<file path="src/rtl/sbs_pkg.sv">
package sbs_pkg;

  typedef enum logic [2:0] {
    S_IDLE, S_ACT, S_RCD, S_COL, S_PRE, S_RP
  } seq_state_e;

  typedef enum logic [2:0] {
    C_NOP, C_ACT, C_RD, C_WR, C_PRE
  } sd_cmd_e;

  // strobes from control to datapath
  typedef struct packed {
    logic    load;     // capture host request
    logic    advance;  // step to next beat
    logic    busy;     // transfer in progress
    sd_cmd_e cmd;      // command driven this cycle
  } seq_strobe_t;

endpackage

</file>
<file path="src/rtl/sbs_ctrl.sv">
module sbs_ctrl
  import sbs_pkg::*;
#(
  parameter int LAT_W    = 2,
  parameter int PRE_WAIT = 2
) (
  input  logic             clk,
  input  logic             rstN,
  input  logic             reqValid,
  input  logic             writeQ,
  input  logic             lastBeat,
  input  logic [LAT_W-1:0] casLatQ,
  output seq_strobe_t      st,
  output logic             reqReady,
  output logic             done
);

  localparam int CNT_W = $clog2(PRE_WAIT + (1 << LAT_W) + 1);

  seq_state_e state;
  logic [CNT_W-1:0] waitCnt;

  always_comb begin
    st.load    = 1'b0;
    st.advance = 1'b0;
    st.busy    = (state != S_IDLE);
    st.cmd     = C_NOP;
    case (state)
      S_IDLE: st.load = reqValid;
      S_ACT:  st.cmd  = C_ACT;
      S_COL: begin
        st.cmd     = writeQ ? C_WR : C_RD;
        st.advance = 1'b1;
      end
      S_PRE:  st.cmd  = C_PRE;
      default: ;
    endcase
  end

  assign reqReady = (state == S_IDLE);
  assign done     = (state == S_PRE);

  always_ff @(posedge clk or negedge rstN) begin
    if (!rstN) begin
      state   <= S_IDLE;
      waitCnt <= '0;
    end else begin
      case (state)
        S_IDLE: if (reqValid) state <= S_ACT;
        S_ACT: begin
          if (casLatQ == '0) state <= S_COL;
          else begin
            waitCnt <= CNT_W'(casLatQ);
            state   <= S_RCD;
          end
        end
        S_RCD: begin
          if (waitCnt == CNT_W'(1)) state <= S_COL;
          waitCnt <= waitCnt - 1'b1;
        end
        S_COL: if (lastBeat) state <= S_PRE;
        S_PRE: begin
          if (PRE_WAIT == 0) state <= S_IDLE;
          else begin
            waitCnt <= CNT_W'(PRE_WAIT);
            state   <= S_RP;
          end
        end
        S_RP: begin
          if (waitCnt == CNT_W'(1)) state <= S_IDLE;
          waitCnt <= waitCnt - 1'b1;
        end
        default: state <= S_IDLE;
      endcase
    end
  end

endmodule

</file>
<file path="src/rtl/sbs_dpath.sv">
module sbs_dpath
  import sbs_pkg::*;
#(
  parameter int COL_W  = 8,
  parameter int ROW_W  = 12,
  parameter int BANK_W = 2,
  parameter int BYTE_W = 2,
  parameter int SZ_W   = 2,
  parameter int LAT_W  = 2
) (
  input  logic                                    clk,
  input  logic                                    rstN,
  input  seq_strobe_t                             st,
  input  logic [BYTE_W+COL_W+ROW_W+BANK_W-1:0]    reqAddr,
  input  logic                                    reqWrite,
  input  logic [SZ_W-1:0]                         reqSize,
  input  logic [LAT_W-1:0]                        casLat,
  output logic                                    writeQ,
  output logic                                    lastBeat,
  output logic [LAT_W-1:0]                        casLatQ,
  output logic                                    wrAccept,
  output logic                                    rdValid,
  output logic                                    sdCsN,
  output logic                                    sdRasN,
  output logic                                    sdCasN,
  output logic                                    sdWeN,
  output logic [BANK_W-1:0]                       sdBa,
  output logic [ROW_W-1:0]                        sdAddr
);

  localparam int HOST_AW   = BYTE_W + COL_W + ROW_W + BANK_W;
  localparam int ADDR_W    = ROW_W;
  localparam int BEAT_W    = (1 << SZ_W) - 1;
  localparam int RD_DEPTH  = 1 << LAT_W;
  localparam int QUAL_BIT  = 10;
  localparam logic [ADDR_W-1:0] PRE_ADDR = ADDR_W'(1) << QUAL_BIT;

  logic [ROW_W-1:0]    rowQ;
  logic [COL_W-1:0]    colQ, colNext, colMask;
  logic [BANK_W-1:0]   bankQ;
  logic [SZ_W-1:0]     sizeQ;
  logic [BEAT_W-1:0]   beatCnt, beatMask;
  logic [RD_DEPTH-1:0] rdPipe;
  logic [ADDR_W-1:0]   colBus;
  logic [2:0]          rcw;

  wire unusedByteBits = ^reqAddr[BYTE_W-1:0];

  // wrap the column inside the aligned block of the transfer
  assign colMask  = ~({COL_W{1'b1}} << sizeQ);
  assign colNext  = (colQ & ~colMask) | ((colQ + 1'b1) & colMask);
  assign beatMask = ~({BEAT_W{1'b1}} << sizeQ);
  assign lastBeat = (beatCnt == beatMask);

  always_ff @(posedge clk or negedge rstN) begin
    if (!rstN) begin
      rowQ    <= '0;
      colQ    <= '0;
      bankQ   <= '0;
      sizeQ   <= '0;
      writeQ  <= 1'b0;
      casLatQ <= '0;
      beatCnt <= '0;
      rdPipe  <= '0;
    end else begin
      rdPipe <= {rdPipe[RD_DEPTH-2:0], st.cmd == C_RD};
      if (st.load) begin
        colQ    <= reqAddr[BYTE_W +: COL_W];
        rowQ    <= reqAddr[BYTE_W+COL_W +: ROW_W];
        bankQ   <= reqAddr[HOST_AW-1 -: BANK_W];
        sizeQ   <= reqSize;
        writeQ  <= reqWrite;
        casLatQ <= casLat;
        beatCnt <= '0;
      end else if (st.advance) begin
        colQ    <= colNext;
        beatCnt <= beatCnt + 1'b1;
      end
    end
  end

  generate
    if (ADDR_W > COL_W) begin : g_pad
      assign colBus = {{(ADDR_W-COL_W){1'b0}}, colQ};
    end else begin : g_trim
      assign colBus = colQ[ADDR_W-1:0];
    end
  endgenerate

  always_comb begin
    case (st.cmd)
      C_ACT:   begin rcw = 3'b011; sdAddr = rowQ;     end
      C_RD:    begin rcw = 3'b101; sdAddr = colBus;   end
      C_WR:    begin rcw = 3'b100; sdAddr = colBus;   end
      C_PRE:   begin rcw = 3'b010; sdAddr = PRE_ADDR; end
      default: begin rcw = 3'b111; sdAddr = '0;       end
    endcase
  end

  assign {sdRasN, sdCasN, sdWeN} = rcw;
  assign sdCsN    = ~st.busy;
  assign sdBa     = st.busy ? bankQ : '0;
  assign wrAccept = (st.cmd == C_WR);
  assign rdValid  = rdPipe[casLatQ];

endmodule

</file>
<file path="src/rtl/sdram_burst_seq.sv">
module sdram_burst_seq
  import sbs_pkg::*;
#(
  parameter int COL_W    = 8,
  parameter int ROW_W    = 12,
  parameter int BANK_W   = 2,
  parameter int BYTE_W   = 2,
  parameter int SZ_W     = 2,
  parameter int LAT_W    = 2,
  parameter int PRE_WAIT = 2
) (
  input  logic                                 clk,
  input  logic                                 rstN,
  input  logic                                 reqValid,
  output logic                                 reqReady,
  input  logic                                 reqWrite,
  input  logic [BYTE_W+COL_W+ROW_W+BANK_W-1:0] reqAddr,
  input  logic [SZ_W-1:0]                      reqSize,
  input  logic [LAT_W-1:0]                     casLat,
  output logic                                 done,
  output logic                                 wrAccept,
  output logic                                 rdValid,
  output logic                                 sdCsN,
  output logic                                 sdRasN,
  output logic                                 sdCasN,
  output logic                                 sdWeN,
  output logic [BANK_W-1:0]                    sdBa,
  output logic [ROW_W-1:0]                     sdAddr
);

  seq_strobe_t     st;
  logic            writeQ;
  logic            lastBeat;
  logic [LAT_W-1:0] casLatQ;

  sbs_ctrl #(.LAT_W(LAT_W), .PRE_WAIT(PRE_WAIT)) u_ctrl (
    .clk      (clk),
    .rstN     (rstN),
    .reqValid (reqValid),
    .writeQ   (writeQ),
    .lastBeat (lastBeat),
    .casLatQ  (casLatQ),
    .st       (st),
    .reqReady (reqReady),
    .done     (done)
  );

  sbs_dpath #(
    .COL_W(COL_W), .ROW_W(ROW_W), .BANK_W(BANK_W),
    .BYTE_W(BYTE_W), .SZ_W(SZ_W), .LAT_W(LAT_W)
  ) u_dpath (
    .clk      (clk),
    .rstN     (rstN),
    .st       (st),
    .reqAddr  (reqAddr),
    .reqWrite (reqWrite),
    .reqSize  (reqSize),
    .casLat   (casLat),
    .writeQ   (writeQ),
    .lastBeat (lastBeat),
    .casLatQ  (casLatQ),
    .wrAccept (wrAccept),
    .rdValid  (rdValid),
    .sdCsN    (sdCsN),
    .sdRasN   (sdRasN),
    .sdCasN   (sdCasN),
    .sdWeN    (sdWeN),
    .sdBa     (sdBa),
    .sdAddr   (sdAddr)
  );

endmodule

</file>
<file path="config.mk">
export PLATFORM = sky130hd
export DESIGN_NAME = sdram_burst_seq
export DESIGN_NICKNAME = d
export VERILOG_FILES = /design/src/rtl/sbs_pkg.sv /design/src/rtl/sbs_ctrl.sv /design/src/rtl/sbs_dpath.sv /design/src/rtl/sdram_burst_seq.sv
export SDC_FILE = /design/constraint.sdc
export NUM_CORES = 1
export LEC_CHECK = 0
export CAP_MARGIN = 20
export CELL_PAD_IN_SITES_DETAIL_PLACEMENT = 1
export CELL_PAD_IN_SITES_GLOBAL_PLACEMENT = 1
export CORE_ASPECT_RATIO = 2
export CORE_MARGIN = 1.5
export CORE_UTILIZATION = 39
export DETAILED_ROUTE_END_ITERATION = 8
export GPL_TIMING_DRIVEN = 0
export PLACE_DENSITY_LB_ADDON = 0.12
export SKIP_CTS_REPAIR_TIMING = 1
export SYNTH_ARGS = -nofsm -noshare
export SYNTH_HDL_FRONTEND = slang
export SYNTH_SLANG_ARGS = --single-unit
</file>
<file path="constraint.sdc">
create_clock -name clk -period 1.85 [get_ports clk]
set_input_delay 0.37 -clock clk [delete_from_list [all_inputs] [get_ports clk]]
set_output_delay 0.37 -clock clk [all_outputs]
set_load 0.02 [all_outputs]
</file>
==> flow_metrics.tcl <==
set metrics [dict create \
    syn_avg_cell_area_sq_um 11.8 \
    p_leak_nw 1.51 \
    r2r-end "u_dpath.writeQ" \
    start_util 0.406 \
    path_clk_slew_ns 0.07 \
    gp_congestion 0.717 \
    dr.pass1.iters 4 \
    cts_max_path_buffers 2 \
    syn_area_sq_um 2220 \
    port_buffers 51 \
    cp_top_family "buffers and inverters" \
    drive_above_1_share 0.385 \
    vias_per_cell 5.25 \
    cts-buffers-inserted 5 \
    die_area_sq_um 6190 \
    critPathLaunchType "register" \
    violations "setup timing" \
    nets 301 \
    ios 54 \
    placed_area_sq_um 2830 \
    ant_nets 0 \
    grt.total_usage 0.185 \
    antenna_found_initial 0 \
    drcViolationCount 0 \
    slew_viol_final 0 \
    r2r_slack_ns 0.14 \
    synth_cells 189 \
    crit_type "register to output pin" \
    crit_buf_inv 3 \
    drt_wl_total_mm 5.95 \
    cts_tree "built" \
    core_area_sq_um 5470 \
    yosysWarnings 0 \
    clock_latency_ns 0.29 \
    cts_root_buf "clkbuf_8" \
    n_fill_cell 581 \
    n_antenna_cell 0 \
    dp_hpwl_mm 3.89 \
    rsz0062_at_grt "true" \
    die_h_microns 110 \
    status "finished, violations left" \
    grt_max_degree 25 \
    synth_nets 225 \
    synth-main-ff-cell "dfrtp_1" \
    hold_viol 0 \
    num_rows 38 \
    die_w_microns 56.4 \
    cp_slowest_cell "dfrtp_1" \
    required_ns 1.48 \
    powerDensity_nw_per_um2 1840 \
    setup_viol_count_final 7 \
    layout_setup_ws_ns -0.0754 \
    fin_crit_sh 1.04 \
    grt_pass1_wl_mm 8.74 \
    drt_iter0_drc 31 \
    slowest_delay_ns 0.42 \
    multi_input_comb_area_sq_um 1120 \
    period_minus_slack_ns 1.93 \
    crit_chain "buf_6, and3b_1, buf_6, and2_4, nor2_1, buf_4" \
    finalInstanceArea_sq_um 3180 \
    ir_drop_mv 1.09 \
    ys_ff_latch 40 \
    fmax_mhz 519 \
    finalClockSkew_ns 0.00485 \
    area_delta_synth_final_pct 42.9 \
    setup_tns_ns -0.328 \
    wl_per_cell_microns 18.3 \
    reg2reg_depth 6 \
    tightest_slew_ns 0.442 \
    synth_edf_count 0 \
    maxCapViolCount 0 \
    end_kind "output pin" \
    grt-ovfl-total 0 \
    grt_pass1_vias 1715 \
    htree_levels 2 \
    max-slew-margin-rel 0.705 \
    vias 1706 \
    ys_seq_area_frac 0.450 \
    place_ws_ns -0.457 \
    crit_fanout 5 \
    cts_sinks 40 \
    hp-class "input port to asynchronous set/reset pin" \
    regArea_sq_um 1000 \
    async_flop_share 1.00 \
    yosysUniqueCellTypes 42 \
    critical_path_arrival_ns 1.56 \
    cp_common_cell "buf_6" \
    r2r_start "u_ctrl.state[1]" \
]
cell families (layout without fill, tap and decap cells):
logic type / Yosys count / after routing / share of synthesized area
flops: 40 / 40 / 0.450
fa+ha+maj: 4 / 4 / 0.0225
buf+inv: 19 / 95 / 0.0693
compound gates: 27 / 27 / 0.0721
xor+xnor: 5 / 5 / 0.0197
mux: 39 / 39 / 0.234
simple gates: 55 / 55 / 0.132
sequential cells by signal (all words and copies together), names as in the netlist, 3 cells and up, named ones only:
signal and count:
u_dpath.rowQ 12, u_dpath.colQ 6, u_dpath.rdPipe 4, u_ctrl.state 3
u_ctrl.waitCnt 3, u_dpath.beatCnt 3
cell type report:
type,instances,area share
plain buffers,13,0.0599
clock buffers,6,0.0229
clock inverters,1,0.00158
inverters,6,0.00709
multi-input cells,130,0.351
flip-flops and latches,40,0.316
well taps,60,0.0236
repair buffers,69,0.218
synth_stat cells (2+ instances only):
cell	number	share of area
nor2_1	19	0.032
o21ai_1	2	0.0045
and2_1	4	0.011
mux2_2	2	0.010
buf_4	2	0.0068
nor3_1	4	0.0090
inv_1	6	0.010
dfrtp_1	40	0.45
and2b_1	2	0.0068
a21oi_1	10	0.023
a31oi_1	2	0.0056
mux2i_1	13	0.059
nand2_1	9	0.015
ha_1	4	0.023
o21ai_0	6	0.014
nand3b_1	2	0.0068
mux2_4	23	0.16
xnor2_1	2	0.0079
nand2b_1	5	0.014
buf_12	3	0.027
buf_2	6	0.014
xor2_1	3	0.012
through the flow:
stage                util  instances  power [mW]  hold slack [ns]
global route        0.581        325        6.20           0.0320
global placement    0.514        300        4.57            0.355
floorplan               -        189        3.62           0.0744
finish              0.581        325        5.84           0.0164
detailed placement  0.517        301        4.64            0.329
CTS                 0.531        308        5.22           0.0146
power by group:
group | switching [mW] | leakage (nW) | internal (mW)
clock network | 0.296 | 0.0410 | 0.257
registers | 0.353 | 0.484 | 1.31
logic | 1.64 | 0.980 | 1.98
total | 2.29 | 1.51 | 3.54
how the worst max path moves through the flow:
stage               cells after the start            start  slack [ns]         endpoint
CTS                                     6  u_ctrl.state[1]       -0.78        sdAddr[4]
global route                            7  u_ctrl.state[0]       -0.16       sdAddr[10]
detailed placement                      6  u_ctrl.state[1]       -0.46        sdAddr[4]
finish                                  6  u_ctrl.state[0]       -0.08            sdWeN
global placement                        1             rstN       -0.74  u_dpath.rowQ[4]
floorplan                               5  u_ctrl.state[0]        0.07            sdWeN
layer usage:
metal | share of wire | GRT usage | vias up
li1 | - | - | 803
met1 | 0.40 | 0.220 | 840
met2 | 0.54 | 0.324 | 46
met3 | 0.027 | 0.0282 | 17
met4 | 0.035 | 0.0884 | 0
met5 | 0 | 0 | -
cell usage in the layout, fill, tap and decap left out, types with 3 or more instances in the layout:
cell             Yosys  final
a21oi_1             10      9
clkdlybuf4s50_1      0     28
ha_1                 4      4
nand2b_1             5      4
o21ai_0              6      6
buf_4                2     24
buf_6                1     13
mux2_4              23     23
nor2_1              19     18
and2_4               1      5
mux2i_1             13     13
dfrtp_1             40     39
nand2_1              9      7
xor2_1               3      3
inv_1                6      3
buf_12               3      8
clkbuf_8             0      5
nor3_1               4      3
inv_2                0      3
(Power assumes the default switching activity.)
